## config.mk

```make
export PLATFORM = sky130hd
export DESIGN_NAME = fpstk_ctrl
export DESIGN_NICKNAME = d
export VERILOG_FILES = /design/src/rtl/fpstk_pkg.sv /design/src/rtl/fpstk_map.sv /design/src/rtl/fpstk_tags.sv /design/src/rtl/fpstk_data.sv /design/src/rtl/fpstk_ctrl.sv
export SDC_FILE = /design/constraint.sdc
export NUM_CORES = 2
export LEC_CHECK = 0
export BUFFER_PORTS_ARGS = -buffer_cell sky130_fd_sc_hd__buf_4
export CORE_AREA = 5 5 393 395
export CTS_BUF_LIST = sky130_fd_sc_hd__clkbuf_2 sky130_fd_sc_hd__clkbuf_4 sky130_fd_sc_hd__clkbuf_8
export DETAILED_ROUTE_END_ITERATION = 12
export DIE_AREA = 0 0 398 400
export PLACE_DENSITY = 0.56
export SYNTH_ARGS = -nofsm -noshare
export SYNTH_HDL_FRONTEND = slang
export SYNTH_HIERARCHICAL = 1
export SYNTH_SLANG_ARGS = --single-unit
```

## constraint.sdc

```tcl
create_clock -name clk_i -period 5.74 [get_ports clk_i]
set_input_delay 0.574 -clock clk_i [delete_from_list [all_inputs] [get_ports clk_i]]
set_output_delay 0.574 -clock clk_i [all_outputs]
set_load 0.005 [all_outputs]
```

## src/rtl/fpstk_pkg.sv

```systemverilog
package fpstk_pkg;
   localparam int NCMD = 10;

   // command vector bit positions
   localparam int C_PUSH  = 0;
   localparam int C_POP   = 1;
   localparam int C_XCHG  = 2;
   localparam int C_FREE  = 3;
   localparam int C_LDCW  = 4;
   localparam int C_LDTAG = 5;
   localparam int C_STSW  = 6;
   localparam int C_CLREX = 7;
   localparam int C_INIT  = 8;
   localparam int C_SETCC = 9;

   localparam logic [1:0]  TAG_VALID = 2'b00;
   localparam logic [1:0]  TAG_EMPTY = 2'b11;
   localparam logic [15:0] CW_INIT   = 16'h037F;

   // status word bit positions
   localparam int SW_IE  = 0;
   localparam int SW_SF  = 6;
   localparam int SW_CC0 = 8;
   localparam int SW_CC1 = 9;
   localparam int SW_CC2 = 10;
   localparam int SW_TOP = 11;
   localparam int SW_CC3 = 14;
endpackage

```

## src/rtl/fpstk_map.sv

```systemverilog
module fpstk_map #(
   parameter int NREG  = 8,
   localparam int IDX_W = $clog2(NREG)
) (
   input  logic [IDX_W-1:0] top_i,
   input  logic [IDX_W-1:0] rel_i,
   output logic [IDX_W-1:0] phys_o
);
   localparam bit POW2 = (NREG == (1 << IDX_W));

   generate
      if (POW2) begin : g_wrap
         // natural wrap of the adder width gives the modulo
         assign phys_o = top_i + rel_i;
      end else begin : g_mod
         logic [IDX_W:0] sum;
         assign sum    = {1'b0, top_i} + {1'b0, rel_i};
         assign phys_o = (sum >= (IDX_W+1)'(NREG)) ? IDX_W'(sum - (IDX_W+1)'(NREG))
                                                   : sum[IDX_W-1:0];
      end
   endgenerate
endmodule

```

## src/rtl/fpstk_tags.sv

```systemverilog
module fpstk_tags
   import fpstk_pkg::*;
#(
   parameter int NREG  = 8,
   localparam int IDX_W = $clog2(NREG),
   localparam int TW    = 2 * NREG
) (
   input  logic             clk_i,
   input  logic             rst_ni,
   input  logic             init_i,
   input  logic             wr_en_i,
   input  logic [IDX_W-1:0] wr_idx_i,
   input  logic [1:0]       wr_val_i,
   input  logic             swp_en_i,
   input  logic [IDX_W-1:0] swp_a_i,
   input  logic [IDX_W-1:0] swp_b_i,
   input  logic             ld_en_i,
   input  logic [TW-1:0]    ld_word_i,
   output logic [TW-1:0]    word_o
);
   logic [1:0] tag_q [NREG];

   always_ff @(posedge clk_i or negedge rst_ni) begin
      if (!rst_ni) begin
         for (int k = 0; k < NREG; k++) tag_q[k] <= TAG_EMPTY;
      end else if (init_i) begin
         for (int k = 0; k < NREG; k++) tag_q[k] <= TAG_EMPTY;
      end else if (ld_en_i) begin
         for (int k = 0; k < NREG; k++) tag_q[k] <= ld_word_i[2*k +: 2];
      end else if (swp_en_i) begin
         tag_q[swp_a_i] <= tag_q[swp_b_i];
         tag_q[swp_b_i] <= tag_q[swp_a_i];
      end else if (wr_en_i) begin
         tag_q[wr_idx_i] <= wr_val_i;
      end
   end

   generate
      for (genvar g = 0; g < NREG; g++) begin : g_pack
         assign word_o[2*g +: 2] = tag_q[g];
      end
   endgenerate

   // a loaded tag word reads back unchanged
   p_tag_load_r4: assert property (@(posedge clk_i) disable iff (!rst_ni)
      (ld_en_i && !init_i) |=> (word_o == $past(ld_word_i)))
      else $error("tag word load mismatch");
endmodule

```

## src/rtl/fpstk_data.sv

```systemverilog
module fpstk_data #(
   parameter int NREG   = 8,
   parameter int DATA_W = 64,
   localparam int IDX_W = $clog2(NREG)
) (
   input  logic              clk_i,
   input  logic              rst_ni,
   input  logic              wr_en_i,
   input  logic [IDX_W-1:0]  wr_idx_i,
   input  logic [DATA_W-1:0] wr_data_i,
   input  logic              swp_en_i,
   input  logic [IDX_W-1:0]  swp_a_i,
   input  logic [IDX_W-1:0]  swp_b_i,
   input  logic [IDX_W-1:0]  rd_idx_i,
   output logic [DATA_W-1:0] rd_data_o
);
   logic [DATA_W-1:0] mem_q [NREG];

   always_ff @(posedge clk_i or negedge rst_ni) begin
      if (!rst_ni) begin
         for (int k = 0; k < NREG; k++) mem_q[k] <= '0;
      end else if (swp_en_i) begin
         mem_q[swp_a_i] <= mem_q[swp_b_i];
         mem_q[swp_b_i] <= mem_q[swp_a_i];
      end else if (wr_en_i) begin
         mem_q[wr_idx_i] <= wr_data_i;
      end
   end

   assign rd_data_o = mem_q[rd_idx_i];

   // a written payload is present one clock later
   p_data_write_r8: assert property (@(posedge clk_i) disable iff (!rst_ni)
      (wr_en_i && !swp_en_i) |=> (mem_q[$past(wr_idx_i)] == $past(wr_data_i)))
      else $error("payload write lost");
endmodule

```

## src/rtl/fpstk_ctrl.sv

```systemverilog
module fpstk_ctrl
   import fpstk_pkg::*;
#(
   parameter int NREG   = 8,
   parameter int DATA_W = 64,
   localparam int IDX_W = $clog2(NREG),
   localparam int TW    = 2 * NREG
) (
   input  logic              clk_i,
   input  logic              rst_ni,
   input  logic [NCMD-1:0]   cmd_i,
   input  logic [IDX_W-1:0]  idx_i,
   input  logic [IDX_W-1:0]  rd_idx_i,
   input  logic [DATA_W-1:0] wdata_i,
   input  logic [1:0]        cc_sel_i,
   input  logic              cc_val_i,
   output logic [IDX_W-1:0]  top_o,
   output logic [15:0]       sw_o,
   output logic [15:0]       snap_o,
   output logic [15:0]       cw_o,
   output logic [1:0]        round_o,
   output logic [5:0]        exmask_o,
   output logic [TW-1:0]     tag_word_o,
   output logic [IDX_W-1:0]  rd_phys_o,
   output logic [DATA_W-1:0] rd_data_o
);
   // elaboration checks
   generate
      if (NREG != 8) begin : g_bad_nreg
         $error("status word top field holds exactly 8 entries");
      end
      if (DATA_W < 16) begin : g_bad_width
         $error("payload must carry at least the 16-bit load words");
      end
   endgenerate

   logic [IDX_W-1:0] top_q;
   logic [15:0]      sw_q;     // bits 13:11 held at zero, top inserted on output
   logic [15:0]      cw_q;
   logic [15:0]      snap_q;

   // command qualification
   logic acc;
   logic c_push, c_pop, c_xchg, c_free, c_ldcw, c_ldtag, c_stsw, c_clrex, c_init, c_setcc;
   assign acc     = $onehot(cmd_i);
   assign c_push  = acc & cmd_i[C_PUSH];
   assign c_pop   = acc & cmd_i[C_POP];
   assign c_xchg  = acc & cmd_i[C_XCHG];
   assign c_free  = acc & cmd_i[C_FREE];
   assign c_ldcw  = acc & cmd_i[C_LDCW];
   assign c_ldtag = acc & cmd_i[C_LDTAG];
   assign c_stsw  = acc & cmd_i[C_STSW];
   assign c_clrex = acc & cmd_i[C_CLREX];
   assign c_init  = acc & cmd_i[C_INIT];
   assign c_setcc = acc & cmd_i[C_SETCC];

   // relative to physical translation
   logic [IDX_W-1:0] cmd_phys, push_phys;

   fpstk_map #(.NREG(NREG)) i_map_cmd (
      .top_i (top_q), .rel_i (idx_i), .phys_o (cmd_phys));
   fpstk_map #(.NREG(NREG)) i_map_rd (
      .top_i (top_q), .rel_i (rd_idx_i), .phys_o (rd_phys_o));
   fpstk_map #(.NREG(NREG)) i_map_push (
      .top_i (top_q), .rel_i (IDX_W'(NREG-1)), .phys_o (push_phys));

   // fault detection from the tags
   logic [1:0] tag_push, tag_top;
   logic push_ovf, push_ok, pop_unf, pop_ok;
   assign tag_push = tag_word_o[2*push_phys +: 2];
   assign tag_top  = tag_word_o[2*top_q +: 2];
   assign push_ovf = c_push & (tag_push != TAG_EMPTY);
   assign push_ok  = c_push & ~push_ovf;
   assign pop_unf  = c_pop & (tag_top == TAG_EMPTY);
   assign pop_ok   = c_pop & ~pop_unf;

   // tag storage
   logic             tg_wr;
   logic [IDX_W-1:0] tg_idx;
   logic [1:0]       tg_val;
   assign tg_wr  = push_ok | pop_ok | c_free;
   assign tg_idx = push_ok ? push_phys : (pop_ok ? top_q : cmd_phys);
   assign tg_val = push_ok ? TAG_VALID : TAG_EMPTY;

   fpstk_tags #(.NREG(NREG)) i_tags (
      .clk_i     (clk_i),
      .rst_ni    (rst_ni),
      .init_i    (c_init),
      .wr_en_i   (tg_wr),
      .wr_idx_i  (tg_idx),
      .wr_val_i  (tg_val),
      .swp_en_i  (c_xchg),
      .swp_a_i   (top_q),
      .swp_b_i   (cmd_phys),
      .ld_en_i   (c_ldtag),
      .ld_word_i (wdata_i[TW-1:0]),
      .word_o    (tag_word_o)
   );

   // payload storage
   fpstk_data #(.NREG(NREG), .DATA_W(DATA_W)) i_data (
      .clk_i     (clk_i),
      .rst_ni    (rst_ni),
      .wr_en_i   (push_ok),
      .wr_idx_i  (push_phys),
      .wr_data_i (wdata_i),
      .swp_en_i  (c_xchg),
      .swp_a_i   (top_q),
      .swp_b_i   (cmd_phys),
      .rd_idx_i  (rd_phys_o),
      .rd_data_o (rd_data_o)
   );

   // top pointer
   always_ff @(posedge clk_i or negedge rst_ni) begin
      if (!rst_ni)      top_q <= '0;
      else if (c_init)  top_q <= '0;
      else if (push_ok) top_q <= top_q - 1'b1;
      else if (pop_ok)  top_q <= top_q + 1'b1;
   end

   // status word
   logic [15:0] sw_nxt;
   always_comb begin
      sw_nxt = sw_q;
      if (c_init) begin
         sw_nxt = '0;
      end else if (push_ovf) begin
         sw_nxt[SW_SF]  = 1'b1;
         sw_nxt[SW_IE]  = 1'b1;
         sw_nxt[SW_CC1] = 1'b1;
      end else if (pop_unf) begin
         sw_nxt[SW_SF]  = 1'b1;
         sw_nxt[SW_IE]  = 1'b1;
         sw_nxt[SW_CC1] = 1'b0;
      end else if (c_clrex) begin
         sw_nxt[7:0] = '0;
      end else if (c_setcc) begin
         unique case (cc_sel_i)
            2'd0: sw_nxt[SW_CC0] = cc_val_i;
            2'd1: sw_nxt[SW_CC1] = cc_val_i;
            2'd2: sw_nxt[SW_CC2] = cc_val_i;
            2'd3: sw_nxt[SW_CC3] = cc_val_i;
         endcase
      end
      sw_nxt[SW_TOP +: 3] = '0;
   end

   always_ff @(posedge clk_i or negedge rst_ni) begin
      if (!rst_ni) sw_q <= '0;
      else         sw_q <= sw_nxt;
   end

   assign sw_o = {sw_q[15:14], top_q, sw_q[10:0]};

   // control word and status snapshot
   always_ff @(posedge clk_i or negedge rst_ni) begin
      if (!rst_ni) begin
         cw_q   <= CW_INIT;
         snap_q <= '0;
      end else begin
         if (c_init)      cw_q <= CW_INIT;
         else if (c_ldcw) cw_q <= wdata_i[15:0];
         if (c_stsw)      snap_q <= sw_o;
      end
   end

   assign cw_o     = cw_q;
   assign round_o  = cw_q[11:10];
   assign exmask_o = cw_q[5:0];
   assign snap_o   = snap_q;
   assign top_o    = top_q;

   // snapshot carries the top pointer of the capture clock
   p_snap_top_r2: assert property (@(posedge clk_i) disable iff (!rst_ni)
      c_stsw |=> (snap_o[13:11] == $past(top_q)))
      else $error("snapshot top mismatch");

   // free never moves the top pointer
   p_free_top_r6: assert property (@(posedge clk_i) disable iff (!rst_ni)
      c_free |=> (top_q == $past(top_q)))
      else $error("free moved top");

   // good push decrements top
   p_push_top_r8: assert property (@(posedge clk_i) disable iff (!rst_ni)
      push_ok |=> (top_q == IDX_W'($past(top_q) - 1'b1)))
      else $error("push top step wrong");

   // good pop increments top
   p_pop_top_r9: assert property (@(posedge clk_i) disable iff (!rst_ni)
      pop_ok |=> (top_q == IDX_W'($past(top_q) + 1'b1)))
      else $error("pop top step wrong");

   // overflow flags and frozen stack
   p_push_fault_r10: assert property (@(posedge clk_i) disable iff (!rst_ni)
      push_ovf |=> (sw_o[6] && sw_o[0] && sw_o[9] && $stable(top_q) && $stable(tag_word_o)))
      else $error("overflow not reported");

   // underflow flags and frozen stack
   p_pop_fault_r10: assert property (@(posedge clk_i) disable iff (!rst_ni)
      pop_unf |=> (sw_o[6] && sw_o[0] && !sw_o[9] && $stable(top_q) && $stable(tag_word_o)))
      else $error("underflow not reported");

   // exception clear keeps the upper byte
   p_clrex_r12: assert property (@(posedge clk_i) disable iff (!rst_ni)
      c_clrex |=> ((sw_o[7:0] == 8'h00) && (sw_o[15:8] == $past(sw_o[15:8]))))
      else $error("exception clear wrong");

   // multi-hot commands change nothing
   p_multi_ignored_r13: assert property (@(posedge clk_i) disable iff (!rst_ni)
      !$onehot0(cmd_i) |=> ($stable(top_q) && $stable(tag_word_o) && $stable(sw_o) && $stable(cw_o)))
      else $error("multi-hot command took effect");
endmodule

```

==> key figures <==
Yosys
  – Sequential fraction of the synthesis area: 0.2943
  – Distinct cell type count after synthesis: 75
  – Largest family of logic cells by synthesized area: multiplexers
  – Post-synth design cell area: 0.04771 mm²
  – Adder-Cell Fraction of Synth Area: 0.005349
  – Compound-gate portion of the synthesized area: 0.2138
  – Biggest area consumer among synthesized cells: dfrtp_1
  – Fraction of synthesized cell area in xor and xnor cells: 0.001862
  – Async S/R FF share, synth: 1.000
  – Simple-gate share of the synthesized area: 0.06078
  – Mux share of post-synthesis cell area: 0.3667
  – Seq cells post-synth: 560
  – Ys Warns: 6
  – Mapped Cells: 4190
  – Fraction of post-synthesis cell area in the top cell type by area: 0.2806
  – Syn avg cell area: about 11 µm²
  – Commonest register cell after synthesis: dfrtp_1
  – Commonest cells in the netlist: 549 x nand2_1, 539 x mux2i_1, 535 x dfrtp_1
  – Dominant cells by area after synthesis: dfrtp_1 28%, mux4_2 19%, mux2i_1 11%, o22a_1 9.3%, o221ai_1 9.1%
  – Most frequent cell after synthesis: nand2_1
  – Number of synthesized flops with an enable pin: 0

Drt
  – Post-DR vias/cell: 6.659
  – WL final: 194100 µm
  – Avg WL per Cell: 31.16 µm
  – Iteration-0 DRC Markers: ~5300
  – First-pass DRT Iterations: 6
  – # DRC: 0
  – DR vias: 41480
  – Antenna Nets Post-Route: 0

Critical path
  – Critical Path AT: 4330 ps
  – Worst-path maximum fanout: 36
  – Reg2Reg Depth: 12
  – Critical Path Sink: rd_data_o[62]
  – Worst path cell trace: ha_4 -> fa_4 -> buf_4 -> mux4_2 -> mux2_2 -> buf_4
  – Worst setup EP type: primary output
  – WS Path Type: reg2out
  – Stages on worst setup path: 6
  – Crit path launch type: flop
  – Worst stage delay on the critical path: 1310 ps
  – Crit path launch: top_o[0]
  – Most used cell, CP: buf_4
  – CP bufs+invs: 2
  – Worst R2R Setup Slack: 1460 ps
  – RR Startpoint: top_o[0]
  – Worst path top cell family by delay: adder cells
  – Worst EP required: 5170 ps
  – Reg2reg end: i_data/mem_q[460]
  – Slowest-stage cell, CP: fa_4

Floorplanning
  – Total core area: 0.1508 mm²
  – # IOs: ~230
  – Num rows: 143
  – Die footprint: 0.1592 mm²
  – Die Span Y: 400 µm
  – Die width: between 300 and 400 µm
  – Initial Util: 0.3163

Timing
  – Setup_tns: 0 ps
  – RSZ-0062 raised after global routing: false
  – Final min period: between 4000 and 5000 ps
  – Final Cycle Share: 0.8535
  – Worst clock skew: 62.79 ps
  – Final setup vio count: 0
  – Max-slew violations: 0
  – Fin. Hold Viols: 0
  – Peak Freq: 204.1 MHz
  – Max transition margin: 0.2471
  – Tightest Pin Transition: around 1100 ps

Layout
  – Final net count: 4196
  – Area Overhead vs Synth: 12.96%
  – Layout cells sized above 1: 0.2870

Worst hold path
  – Hold/Removal Path Class: in2reg

Clock tree
  – H-tree levels: 3
  – CTS Buffer Depth: 3
  – Post-CTS sizing: 0
  – Root Driver: clkbuf_8
  – Skew-Pair Late Insertion Delay: 870 ps
  – CTS buffer count: 111
  – Sinks on Clock Net: 560
  – TritonCTS clock tree: done
  – Worst-path clk slew: 60 ps

Placed design
  – RD Place Congestion: 0.8334
  – DP HPWL: about 110000 µm
  – Number of buffers added on ports: 212

Global routing
  – Largest net degree at the start of global routing: 163
  – Vias in the first global route: 40280
  – First-pass GRT wire length: 284100 µm
  – Tot GR Track Use: 0.2364
  – Antenna violations before repair: 7
  – Overflow after GRT: 0

Power and ir drop
  – Design Power: 26.38 mW
  – PD cells: 489.5 mW/mm²
  – Leakage Power: ~20 nW
  – Worst vdd ir: 0.0006556 V

Flow run
  – Max-cap violation count: 0

Run status
  – Status: complete, no violations
[power by group]
group / switching, mW / internal (mW) / total [mW]
Sequential: 1.64 / 5.25 / 6.90
Clock: 2.08 / 2.83 / 4.91
Combinational: 8.30 / 6.28 / 14.6
[cell type report]
type                            count  area (µm²)
Fill cell                       14750       96930
Multi-Input combinational cell   3061       31270
Sequential cell                   560       14050
Timing Repair Buffer              337        3266
Tap cell                         2030        2540
Clock buffer                      189        2414
Clock inverter                     19       237.7
Inverter                           25       101.3
Antenna cell                        8       20.02
[flip-flops by register name, summed over array words and instances (netlist names)]
| name | cells |
|---|---|
| cw_o | 16 |
| snap_o | 8 |
| top_o | 3 |
| i_tags/word_o | 16 |
| sw_q | 5 |
| i_data/mem_q | 512 |
[stage by stage]
stage / hold slack, ps / cell area, µm² / utilization / std cells / setup WS (ps)
after detailed placement: 473.6 / 51220 / 0.3396 / 6012 / 324.3
after global placement: 470.3 / 51220 / 0.3396 / 6012 / 336.4
after global routing: 73.87 / 53890 / 0.3573 / 6224 / 831.1
final: 101.8 / 53900 / 0.3573 / 6229 / 840.9
after floorplan: 278.4 / 47770 / - / 4205 / 497.7
after CTS: 20.72 / 53880 / 0.3572 / 6221 / 855.6
[timing repair]
action / 4_1_cts / 5_1_grt
buffers inserted: 0 / 0
endpoints found under the hold margin: 59 / 0
hold buffers: 1 / 0
[cells in the final DEF, fill, tap and decap left out, types with 10 or more instances in the layout]
cell and count:
a211o_1 15, a21oi_1 82, buf_12 58, buf_4 277, clkbuf_4 30, clkbuf_8 159, conb_1 17, dfrtp_1 532
dfstp_2 25, inv_1 21, mux2_2 73, mux2i_1 539, mux2i_2 12, mux2i_4 101, mux4_2 392, nand2_1 546
nand2b_1 10, nor2_1 52, nor2b_1 13, o21ai_0 10, o21ai_1 18, o221ai_1 497, o22a_1 505, o22ai_1 20
o41ai_1 13
[cell families (layout without fill, tap and decap cells)]
group,count (synthesis),after routing
AOI/OAI and AO/OA,1214,1214
xor gates and xnor gates,5,5
adders and majority gates,15,15
and+or+nand+nor,692,692
buffers and inverters,584,570
other,2,25
muxes,1118,1118
DFF,560,560
[routing by layer]
layer / track usage / share of wire / vias up
met5: 0 / 0.00014 / -
met4: 0.08749 / 0.040 / 4
met3: 0.05709 / 0.11 / 514
met2: 0.3609 / 0.44 / 2682
met1: 0.3260 / 0.41 / 21390
li1: - / - / 16890
[how the worst min path moves through the flow]
stage / startpoint / endpoint / depth (start not counted)
after CTS: cmd_i[7] / sw_q[0] / 4
final: cmd_i[7] / sw_q[0] / 4
after global placement: snap_o[8] / snap_o[8] / 2
after global routing: cmd_i[7] / sw_q[0] / 4
after floorplan: rst_ni / cw_o[10] / 0
after detailed placement: snap_o[8] / snap_o[8] / 2
[worst register-to-register path: stages, from the launching register on]
cell      delay (ps)
dfrtp_2          510
ha_1             250
fa_1             360
xor3_1           770
mux4_2           430
mux2i_4          250
nand2_2          100
inv_2            170
nor4b_2          270
buf_4            520
mux2i_1          250
o22a_1           140
o221ai_1         110
No activity file was read; power rests on OpenSTA's default activity.
